===== config.mk =====
export PLATFORM = sky130hd
export DESIGN_NAME = lift_halfband_stage
export DESIGN_NICKNAME = d
export VERILOG_FILES = /design/src/rtl/lift_pkg.sv /design/src/rtl/lift_ctrl.sv /design/src/rtl/lift_dp.sv /design/src/rtl/lift_halfband_stage.sv
export SDC_FILE = /design/constraint.sdc
export NUM_CORES = 1
export LEC_CHECK = 0
export BUFFER_PORTS_ARGS = -buffer_cell sky130_fd_sc_hd__buf_2
export CAP_MARGIN = 20
export CORE_ASPECT_RATIO = 0.6
export CORE_MARGIN = 4
export CORE_UTILIZATION = 45
export CTS_CLUSTER_DIAMETER = 40
export CTS_CLUSTER_SIZE = 10
export DETAILED_ROUTE_END_ITERATION = 10
export MAX_ROUTING_LAYER = met4
export SLEW_MARGIN = 10
export SYNTH_ARGS = -nofsm -noshare
export SYNTH_HDL_FRONTEND = slang
export SYNTH_SLANG_ARGS = --single-unit

===== constraint.sdc =====
create_clock -name clk -period 13.74 [get_ports clk]
set_input_delay 2.061 -clock clk [delete_from_list [all_inputs] [get_ports clk]]
set_output_delay 2.061 -clock clk [all_outputs]
set_load 0.02 [all_outputs]

===== src/rtl/lift_pkg.sv =====
package lift_pkg;
  typedef enum logic {ST_LOAD = 1'b0, ST_EMIT = 1'b1} liftState_t;

  typedef struct packed {
    logic wrEn;
    logic emit;
    logic invert;
  } liftStrobe_t;
endpackage


===== src/rtl/lift_ctrl.sv =====
module lift_ctrl
  import lift_pkg::*;
#(
  parameter int FRAME_LEN = 16,
  localparam int IDXW = $clog2(FRAME_LEN)
) (
  input  logic            clk,
  input  logic            rstN,
  input  logic            invMode,
  input  logic            inValid,
  output logic            inReady,
  output logic            outValid,
  input  logic            outReady,
  output liftStrobe_t     strobes,
  output logic [IDXW-1:0] idx
);
  liftState_t state;
  logic [IDXW-1:0] cnt;
  logic modeLat;
  logic lastPos;

  assign lastPos  = (cnt == IDXW'(FRAME_LEN - 1));
  assign inReady  = (state == ST_LOAD);
  assign outValid = (state == ST_EMIT);
  assign idx      = cnt;

  always_comb begin
    strobes.wrEn   = inReady && inValid;
    strobes.emit   = outValid;
    // the first word of a frame carries its own mode bit
    strobes.invert = (inReady && cnt == '0) ? invMode : modeLat;
  end

  always_ff @(posedge clk or negedge rstN) begin
    if (!rstN) begin
      state   <= ST_LOAD;
      cnt     <= '0;
      modeLat <= 1'b0;
    end else if (state == ST_LOAD) begin
      if (inValid) begin
        if (cnt == '0) modeLat <= invMode;
        if (lastPos) begin
          state <= ST_EMIT;
          cnt   <= '0;
        end else begin
          cnt <= cnt + 1'b1;
        end
      end
    end else if (outReady) begin
      if (lastPos) begin
        state <= ST_LOAD;
        cnt   <= '0;
      end else begin
        cnt <= cnt + 1'b1;
      end
    end
  end

  // loading and emitting never overlap
  assert_no_overlap_R7: assert property (@(posedge clk) disable iff (!rstN)
    !(inReady && outValid));
  // output phase only begins right after an accepted input word
  assert_emit_after_load_R7: assert property (@(posedge clk) disable iff (!rstN)
    $rose(outValid) |-> $past(inValid && inReady));
  // a stalled output keeps its position
  assert_out_hold_R7: assert property (@(posedge clk) disable iff (!rstN)
    (outValid && !outReady) |=> (outValid && $stable(idx)));
  // the mode does not move while a frame is emitted
  assert_mode_steady_R8: assert property (@(posedge clk) disable iff (!rstN)
    (outValid && $past(outValid)) |-> $stable(modeLat));
endmodule


===== src/rtl/lift_dp.sv =====
module lift_dp
  import lift_pkg::*;
#(
  parameter int SAMPLE_W  = 16,
  parameter int FRAME_LEN = 16,
  localparam int WORD_W = SAMPLE_W + 2,
  localparam int SUM_W  = WORD_W + 5,
  localparam int IDXW   = $clog2(FRAME_LEN)
) (
  input  logic                     clk,
  input  logic                     rstN,
  input  liftStrobe_t              strobes,
  input  logic [IDXW-1:0]          idx,
  input  logic signed [WORD_W-1:0] inData,
  output logic signed [WORD_W-1:0] outData
);
  logic signed [WORD_W-1:0] frameMem [FRAME_LEN];
  logic signed [WORD_W-1:0] cur, nearL, nearR, farL, farR;
  logic signed [SUM_W-1:0]  pairNear, pairFar, scaled, pred, full;

  function automatic logic [IDXW-1:0] mirrorIdx(input int pos);
    int m;
    if (pos < 0) m = -pos;
    else if (pos > FRAME_LEN - 1) m = 2 * (FRAME_LEN - 1) - pos;
    else m = pos;
    return IDXW'(m);
  endfunction

  always_ff @(posedge clk) begin
    if (strobes.wrEn) frameMem[idx] <= inData;
  end

  always_comb begin
    cur      = frameMem[idx];
    nearL    = frameMem[mirrorIdx(int'(idx) - 1)];
    nearR    = frameMem[mirrorIdx(int'(idx) + 1)];
    farL     = frameMem[mirrorIdx(int'(idx) - 3)];
    farR     = frameMem[mirrorIdx(int'(idx) + 3)];
    pairNear = SUM_W'(nearL) + SUM_W'(nearR);
    pairFar  = SUM_W'(farL) + SUM_W'(farR);
    scaled   = (pairNear <<< 3) + pairNear - pairFar + SUM_W'(8);
    pred     = scaled >>> 4;
    full     = strobes.invert ? SUM_W'(cur) + pred : SUM_W'(cur) - pred;
    outData  = idx[0] ? full[WORD_W-1:0] : cur;
  end

  // coarse words emitted stay inside the sample range
  assert_even_range_R2: assert property (@(posedge clk) disable iff (!rstN)
    (strobes.emit && !idx[0]) |->
      (outData >= -(2 ** (SAMPLE_W - 1)) && outData < 2 ** (SAMPLE_W - 1)));
  // the corrected odd word fits the port width
  assert_no_overflow_R3: assert property (@(posedge clk) disable iff (!rstN)
    (strobes.emit && idx[0]) |-> (full == SUM_W'(outData)));
endmodule


===== src/rtl/lift_halfband_stage.sv =====
module lift_halfband_stage
  import lift_pkg::*;
#(
  parameter int SAMPLE_W  = 16,
  parameter int FRAME_LEN = 16,
  localparam int WORD_W = SAMPLE_W + 2,
  localparam int IDXW   = $clog2(FRAME_LEN)
) (
  input  logic                     clk,
  input  logic                     rstN,
  input  logic                     invMode,
  input  logic                     inValid,
  output logic                     inReady,
  input  logic signed [WORD_W-1:0] inData,
  output logic                     outValid,
  input  logic                     outReady,
  output logic signed [WORD_W-1:0] outData
);
  liftStrobe_t     strobes;
  logic [IDXW-1:0] idx;

  lift_ctrl #(.FRAME_LEN(FRAME_LEN)) uCtrl (
    .clk(clk), .rstN(rstN), .invMode(invMode), .inValid(inValid),
    .inReady(inReady), .outValid(outValid), .outReady(outReady),
    .strobes(strobes), .idx(idx)
  );

  lift_dp #(.SAMPLE_W(SAMPLE_W), .FRAME_LEN(FRAME_LEN)) uDp (
    .clk(clk), .rstN(rstN), .strobes(strobes), .idx(idx),
    .inData(inData), .outData(outData)
  );
endmodule


==> flow_summary.yaml <==
timing:
  period_share: 0.951
  fmax_mhz: 76.5
  fin_worst_skew_ps: 18.7
  maxSlewHeadroom: 0.335
  setup_tns_ps: 0
  rsz0062_at_grt: "false"
  finalMaxSlewViolations: 0
  min_period_ps: 13070
  final-hold-violation-count: 0
  setup_violations: 0
  tightest_slew_ps: 997
drt:
  wl_per_cell_um: 27.2
  num_vias: 17400
  dr.pass1.iters: 5
  ant_nets: 0
  dr.first_iter.drc_count: 2128
  viasPerCell: 6.59
  drc: 0
  wl_mm: 71.6
clock_tree:
  clkLatencyLatePin_ps: 540
  cts_sinks: 294
  cts_root_buf: "clkbuf_16"
  postCtsSetupRepairBufs: 0
  h-tree-depth: 2
  clockBufferDepth: 3
  cts.clk_slew.worst_paths_ps: 60
  cts_resized: 0
  cts-buffers-inserted: 41
  cts_hold_buffers: 0
  cts_tree: "done"
placed_design:
  place_congestion: 0.963
  portBuffers: 42
  post-dp-hpwl_mm: 49.0
finish:
  nets: 2114
  regArea_um2: 8810
  final_common_cell: "edfxtp_1"
  final_cell_mix: "edfxtp_1, nand2_1, mux4_2"
  multi_input_area_um2: 12800
  drive_gt1_frac: 0.205
  areaGrowthSynthToFinish_pct: 10.9
  fillers: 4214
yosys:
  synthArstFlopShare: 0.0204
  ys_warn_count: 0
  synth_cell_types: 75
  yosys.area.top_type_share: 0.388
  ys_seq_area_frac: 0.395
  synth-edff-count: 288
  synthFlopType: "edfxtp_1"
  synth_area_per_cell_um2: 11.4
  yosysTopAreaCell: "edfxtp_1"
  syn_inst: 1964
  syn_nets: 2107
  yosys_register_bits: 294
  synth_area_um2: 22300
  synth_area_leaders: "edfxtp_1, mux4_2, mux2i_1, ha_1, nand2_1"
grt:
  grt_pass1_vias: 16400
  grt_max_degree: 108
  overflow: 0
  grt_pass1_wl_mm: 107
  antenna_found_initial: 1
  grtUsageTotal: 0.274
floorplan:
  start_util: 0.461
  die_h_um: 180
  die_area_um2: 53300
  die_w_um: 295
  io_pins: 43
  row_count: 62
  core_um2: 48400
critical_path:
  worstSetupPathType: "reg2out"
  cp_common_cell: "ha_1"
  crit_family: "compound AO/OA/AOI/OAI gates"
  arrival_ps: 11010
  start_kind: "register"
  slowest_delay_ps: 570
  crit_slowest_cell: "fa_1"
  cp_num_buf_inv: 3
  endpoint_kind: "primary output"
  crit_required_ps: 11680
  reg2reg_slack_ps: 11010
  crit_fanout: 11
run:
  cap_violations: 0
run_status:
  status: "complete, no violations"
hold_path:
  hp-class: "reg2reg"
## cell usage after synthesis, types with 3 or more instances
master	count
nand4_1	3
or3_1	6
nor3_1	12
buf_1	24
o31ai_1	11
a21boi_0	8
dfrtp_1	6
o41ai_1	4
o21a_1	5
nand3_1	14
o211ai_1	11
ha_1	99
a31oi_1	44
nor2b_1	14
mux4_2	153
edfxtp_1	288
o21bai_1	6
mux2i_1	128
and2_1	10
or2_2	4
fa_1	21
xnor2_1	55
clkbuf_1	99
mux2_2	46
buf_2	7
and3_1	5
a221oi_1	4
o21ai_0	53
nand2b_1	10
a21oi_1	96
a21o_1	15
nand2_1	239
xor2_1	23
a211oi_1	90
a311oi_1	49
nor2_1	146
inv_1	108
## cell families after synthesis
group           after synthesis  synth area share
compound gates              433             0.134
xor+xnor                     79            0.0316
fa+ha+maj                   120            0.0744
buf+inv                     239            0.0406
flops                       294             0.395
mux                         327             0.235
simple gates                472            0.0892
## path summary, 6_finish.rpt
| kind | from | end | cells past startpoint |
|---|---|---|---|
| max | uCtrl.idx[0] | outData[14] | 39 |
| min | uCtrl.modeLat | uCtrl.modeLat | 1 |
| max reg2reg | uCtrl.idx[0] | uCtrl.modeLat | 6 |
| min reg2reg | uCtrl.modeLat | uCtrl.modeLat | 1 |
| max in group asynchronous | rstN | uCtrl.idx[0] | 1 |
| min in group asynchronous | rstN | uCtrl.modeLat | 1 |
## metal layers
layer | routed length (um) | global-route usage | up-vias
li1 | - | - | 7569
met1 | 31600 | 0.404 | 8686
met2 | 28600 | 0.362 | 990
met3 | 9480 | 0.0940 | 112
met4 | 1840 | 0.0653 | 0
met5 | 0 | - | -
## stage by stage
step                hold slack [ps]  utilization  instance area, um^2  cells  setup slack [ps]
finish                          539        0.511                24700   2633               671
global route                    589        0.511                24700   2633              14.8
CTS                             540        0.509                24700   2631               181
detailed placement              528        0.484                23400   2567               794
global placement                514        0.484                23400   2567               861
floorplan                       499            -                22300   1964              1420
## sequential cells by signal (all words and copies together) (netlist names)
signal	count
uCtrl.outValid	1
uCtrl.idx	4
uDp.frameMem	288
uCtrl.modeLat	1
## final cells by class
class,instances,area share
Multi-Input combinational cell,1432,0.518
Sequential cell,294,0.356
Clock buffer,47,0.0432
Tap cell,640,0.0324
Timing Repair Buffer,93,0.0259
Inverter,109,0.0165
Clock inverter,17,0.00733
Antenna cell,1,0.000101
Power is left out: the tool's default activity adds up to more than one toggle a clock period on the data nets, which glitch-free logic cannot reach.
